<file path="src/rtl/switch_tag_codec.sv">
module switch_tag_codec (
  input  logic       clk,
  input  logic       rst_n,
  input  logic       tx_in_valid,
  output logic       tx_in_ready,
  input  logic [7:0] tx_in_data,
  input  logic       tx_in_sof,
  input  logic       tx_in_eof,
  input  logic [2:0] tx_in_port,
  output logic       tx_out_valid,
  input  logic       tx_out_ready,
  output logic [7:0] tx_out_data,
  output logic       tx_out_sof,
  output logic       tx_out_eof,
  input  logic       rx_in_valid,
  output logic       rx_in_ready,
  input  logic [7:0] rx_in_data,
  input  logic       rx_in_sof,
  input  logic       rx_in_eof,
  output logic       rx_out_valid,
  input  logic       rx_out_ready,
  output logic [7:0] rx_out_data,
  output logic       rx_out_sof,
  output logic       rx_out_eof,
  output logic [2:0] rx_out_port
);
  localparam int ADDR_BYTES = 12;

  // transmit: position 0..11 address, 12..13 tag, 14 body
  logic [3:0] tx_pos;
  logic [2:0] tx_port_q;
  logic [6:0] tx_map;
  logic       tx_tag;

  assign tx_tag       = (tx_pos == 4'd12) || (tx_pos == 4'd13);
  assign tx_map       = (tx_port_q <= 3'd4) ? 7'(7'd1 << (tx_port_q + 3'd1)) : 7'd0;
  assign tx_out_valid = tx_tag || tx_in_valid;
  assign tx_out_data  = (tx_pos == 4'd12) ? 8'h80 :
                        (tx_pos == 4'd13) ? {1'b1, tx_map} : tx_in_data;
  assign tx_out_sof   = !tx_tag && tx_in_sof;
  assign tx_out_eof   = !tx_tag && tx_in_eof;
  assign tx_in_ready  = !tx_tag && tx_out_ready;

  always_ff @(posedge clk or negedge rst_n) begin
    if (!rst_n) begin
      tx_pos    <= '0;
      tx_port_q <= '0;
    end else if (tx_out_valid && tx_out_ready) begin
      if (tx_tag)
        tx_pos <= tx_pos + 4'd1;
      else begin
        if (tx_pos == 4'd0) tx_port_q <= tx_in_port;
        if (tx_in_eof)             tx_pos <= '0;
        else if (tx_pos != 4'd14)  tx_pos <= tx_pos + 4'd1;
      end
    end
  end

  // receive
  typedef enum logic [1:0] {COLLECT, REPLAY, PASS, DISCARD} rx_state_t;
  rx_state_t  rx_st;
  logic [3:0] rx_cnt;
  logic [7:0] rx_hi;
  logic       rx_last;
  logic [7:0] mac_q [ADDR_BYTES];
  logic       rx_take, rx_good;

  assign rx_good     = (rx_hi[7:6] == 2'b10) && (rx_in_data[2:0] != 3'd0) &&
                       (rx_in_data[2:0] != 3'd7);
  assign rx_in_ready = (rx_st == COLLECT) || (rx_st == DISCARD) ||
                       ((rx_st == PASS) && rx_out_ready);
  assign rx_take     = rx_in_valid && rx_in_ready;

  assign rx_out_valid = (rx_st == REPLAY) || ((rx_st == PASS) && rx_in_valid);
  assign rx_out_data  = (rx_st == REPLAY) ? mac_q[rx_cnt] : rx_in_data;
  assign rx_out_sof   = (rx_st == REPLAY) && (rx_cnt == 4'd0);
  assign rx_out_eof   = (rx_st == REPLAY) ? (rx_last && rx_cnt == 4'd11) :
                        ((rx_st == PASS) && rx_in_eof);

  always_ff @(posedge clk or negedge rst_n) begin
    if (!rst_n) begin
      rx_st       <= COLLECT;
      rx_cnt      <= '0;
      rx_hi       <= '0;
      rx_last     <= 1'b0;
      rx_out_port <= '0;
      for (int i = 0; i < ADDR_BYTES; i++) mac_q[i] <= '0;
    end else begin
      unique case (rx_st)
        COLLECT: if (rx_take) begin
          if (rx_cnt < 4'd12) mac_q[rx_cnt] <= rx_in_data;
          if (rx_cnt == 4'd12) rx_hi <= rx_in_data;
          if (rx_cnt == 4'd13) begin
            rx_cnt <= '0;
            if (rx_good) begin
              rx_st       <= REPLAY;
              rx_last     <= rx_in_eof;
              rx_out_port <= rx_in_data[2:0] - 3'd1;
            end else if (!rx_in_eof)
              rx_st <= DISCARD;
          end else if (rx_in_eof)
            rx_cnt <= '0;
          else
            rx_cnt <= rx_cnt + 4'd1;
        end
        REPLAY: if (rx_out_ready) begin
          if (rx_cnt == 4'd11) begin
            rx_cnt <= '0;
            rx_st  <= rx_last ? COLLECT : PASS;
          end else
            rx_cnt <= rx_cnt + 4'd1;
        end
        PASS:    if (rx_take && rx_in_eof) rx_st <= COLLECT;
        DISCARD: if (rx_take && rx_in_eof) rx_st <= COLLECT;
        default: rx_st <= COLLECT;
      endcase
    end
  end
endmodule


</file>
<file path="config.mk">
export PLATFORM = sky130hd
export DESIGN_NAME = switch_tag_codec
export DESIGN_NICKNAME = d
export VERILOG_FILES = /design/src/rtl/switch_tag_codec.sv
export SDC_FILE = /design/constraint.sdc
export NUM_CORES = 1
export LEC_CHECK = 0
export BUFFER_PORTS_ARGS = -buffer_cell sky130_fd_sc_hd__buf_2
export CAP_MARGIN = 20
export CORE_ASPECT_RATIO = 0.75
export CORE_UTILIZATION = 55
export CTS_CLUSTER_DIAMETER = 50
export DETAILED_ROUTE_END_ITERATION = 16
export GPL_ROUTABILITY_DRIVEN = 0
export PLACE_DENSITY = 0.75
export SETUP_SLACK_MARGIN = 0.2
export SLEW_MARGIN = 20
export SYNTH_ARGS = -nofsm -noshare
export SYNTH_HDL_FRONTEND = slang
export SYNTH_SLANG_ARGS = --single-unit
</file>
<file path="constraint.sdc">
create_clock -name clk -period 2.8 [get_ports clk]
set_input_delay 0.14 -clock clk [delete_from_list [all_inputs] [get_ports clk]]
set_output_delay 0.14 -clock clk [all_outputs]
set_load 0.02 [all_outputs]
</file>
==> impl_metrics.ini <==
[status]
status = finished clean

[drt]
drt_wl_total_um = 13000
remaining_drc_errors = 0
met3_length_um = 678
drt_iter0_markers = 281
dr.max_layer_used = met4
ant_nets = 0
post_drt_wl_per_cell_um = 20.1
wl_met2_um = 6310
vias_per_cell = 5.94
first_pass_iters = 5
route.vias.total = 3858
drt-met1-wl_um = 5870

[placement]
place_hpwl_um = 8790
place_area_mm2 = 0.00629
io_buffers = 54

[timing]
maxSlewViolCount = 0
finalSetupTns_ps = 0
finalHoldViolCount = 0
rsz0062_at_grt = no
max-slew-margin-rel_pct = 53.8
period_minus_slack_ps = 2480
tightest_slew_ps = 690
period_share_pct = 88.7
setup_viol = 0
fmax_ghz = 0.403
fin_skew_ps = 11.7

[synth]
synth.most_common_cell = dfrtp_1
ys_warn_count = 0
synth.largest_area_cell = dfrtp_1
synth_cell_types = 43
synthCells = 437
ys_ff_latch = 115
synth_edf_count = 0
synth_nets = 482
seq_area_frac_synth_pct = 49.1
synth.top_cell.area_share_pct = 49.1
synth_common_cells = 115 x dfrtp_1, 102 x mux2_2, 24 x mux4_2, 21 x nand2_1, 16 x ha_1
synth.cell_area_mm2 = 0.00586
synth_area_leaders = dfrtp_1 49%, mux2_2 20%, mux4_2 9.2%
yosys_most_used_dff = dfrtp_1
syn_area_per_cell_um2 = 13.4
async_reset_ff_share_pct = 100

[setup_path]
worstPathMaxFanout = 15
start_kind = register
cp_common_cell = buf_4
r2r_end = mac_q[34]
arrival_ps = 2340
reg2reg_from = rx_st[0]
r2r_slack_ps = 540
cp_slowest_cell = dfrtp_1
slowest_delay_ps = 350
endpoint_kind = output pin
ff2ff_path_depth = 5
crit_type = register to output pin
path_cells = buf_4 > buf_4 > mux4_2 > a22oi_1 > a21oi_1 > a21o_1 > buf_2
cp.required_ps = 2660

[floorplan]
io-pin-count = 56
initial_core_util_pct = 56.8
die_h_um = 91.4
die_w_um = 121
dieArea_mm2 = 0.0111
core_area_mm2 = 0.0103
rows = 32

[global_routing]
grt_usage_pct = 26.3
grt_pass1_wl_um = 21600
grt_start_max_net_pins = 92
grt_pass1_vias = 4033
antenna_found_initial = 0
grt_overflow = 0

[layout]
syn2layout_area_growth_pct = 18.0
fill_cells = 754
nets = 548
design_area_mm2 = 0.00692
drive_gt1_share_pct = 46.7
fin_util_pct = 67.0
antenna_cells = 0

[hold_path]
holdCritStartpoint = rx_in_eof
worstHoldPathCells = 2
min_to = rx_last
hold_path_class = input port to register

[clock_tree]
clock_latency_ps = 410
cts_max_level = 4
clkSinkCount = 115
path_clk_slew_ps = 50
cts_tree = built
clockRootBuffer = clkbuf_16
cts_buffer_depth = 2
cts_buffers = 17

[power]
power_density_mw_per_mm2 = 965
max-vdd-ir-drop_mv = 0.642
leakage_nw = 3.29

[job]
cap_violations = 0
worst max-delay path, delay by kind of cell, from the launching register on:
kind,cells,cell delay [ps]
compound gates,3,540
buf+inv,3,720
flops,1,350
mux,1,330
area by class of cell:
class / count / area (um2) / area share [%]
clock inverter: 9 / 105 / 1.52
sequential: 115 / 2880 / 41.6
clock buffer: 21 / 480 / 6.94
timing repair buffer: 73 / 442 / 6.38
multi-input combinational: 281 / 2790 / 40.3
tap: 136 / 170 / 2.46
inverter: 15 / 56.3 / 0.814
power breakdown:
part / switching, mW / internal, mW / total (mW)
clock: 0.730 / 1.39 / 2.12
sequential: 0.301 / 2.13 / 2.44
combinational: 1.03 / 1.09 / 2.12
total: 2.06 / 4.61 / 6.68
what timing repair did:
action	in CTS	in global routing
setup buffers	0	0
hold buffers	4	0
endpoints found under the setup margin	0	6
gates resized for setup	0	1
hold endpoints to repair	27	0
registers in the layout, indices dropped and copies added, names as in the netlist:
name         cells
rx_st            2
tx_pos           4
rx_last          1
mac_q           96
rx_out_port      3
tx_port_q        3
rx_hi            2
rx_cnt           4
cells in the final DEF (no fill, tap or decap), drive strengths merged, types with 5 or more instances in the layout:
cell type  count
dfrtp        115
mux2         104
buf           69
mux4          24
nand2         21
clkbuf        21
nor2          21
ha            16
inv           14
a21oi         11
a22o          10
o21ai         10
a22oi          8
a21o           7
nand3          7
clkinv         7
nand2b         6
and2           5
nor2b          5
per-stage QoR:
step | power (mW) | setup slack, ps | std cells | hold WS, ps
after global placement | 4.45 | 617 | 616 | 68.0
after global routing | 7.03 | 242 | 650 | 66.2
after floorplan | 4.01 | 533 | 437 | -156
after detailed placement | 4.55 | 551 | 616 | 75.2
after CTS | 6.70 | 242 | 650 | 41.9
final | 6.68 | 316 | 650 | 54.1
worst max-delay path by stage:
| stage | slack, ps | end | from | cells past startpoint |
|---|---|---|---|---|
| finish | 320 | rx_out_data[3] | rx_cnt[1] | 7 |
| global route | 240 | rx_out_data[7] | rx_cnt[0] | 6 |
| CTS | 240 | rx_out_data[4] | rx_cnt[0] | 6 |
| detailed placement | 550 | mac_q[78] | rx_cnt[1] | 7 |
| global placement | 620 | rx_last | rx_st[1] | 5 |
| floorplan | 530 | rx_last | rx_cnt[1] | 8 |
cell families (layout without fill, tap and decap cells):
| logic type | Yosys count | in the layout | share of synthesized area (%) |
|---|---|---|---|
| multiplexers | 129 | 129 | 29.4 |
| flip-flops | 115 | 115 | 49.1 |
| buffers and inverters | 41 | 118 | 3.37 |
| AND/OR/NAND/NOR | 79 | 79 | 7.94 |
| XOR/XNOR | 2 | 2 | 0.299 |
| adder cells (fa/ha/maj) | 16 | 16 | 3.41 |
| AO/OA/AOI/OAI | 55 | 55 | 6.49 |
per-layer routing:
metal | GRT usage, % | vias to the layer above
met3 | 5.59 | 19
met5 | 0 | -
li1 | - | 1736
met2 | 40.4 | 84
met1 | 37.2 | 2019
met4 | 9.16 | 0
(Power assumes the default switching activity.)
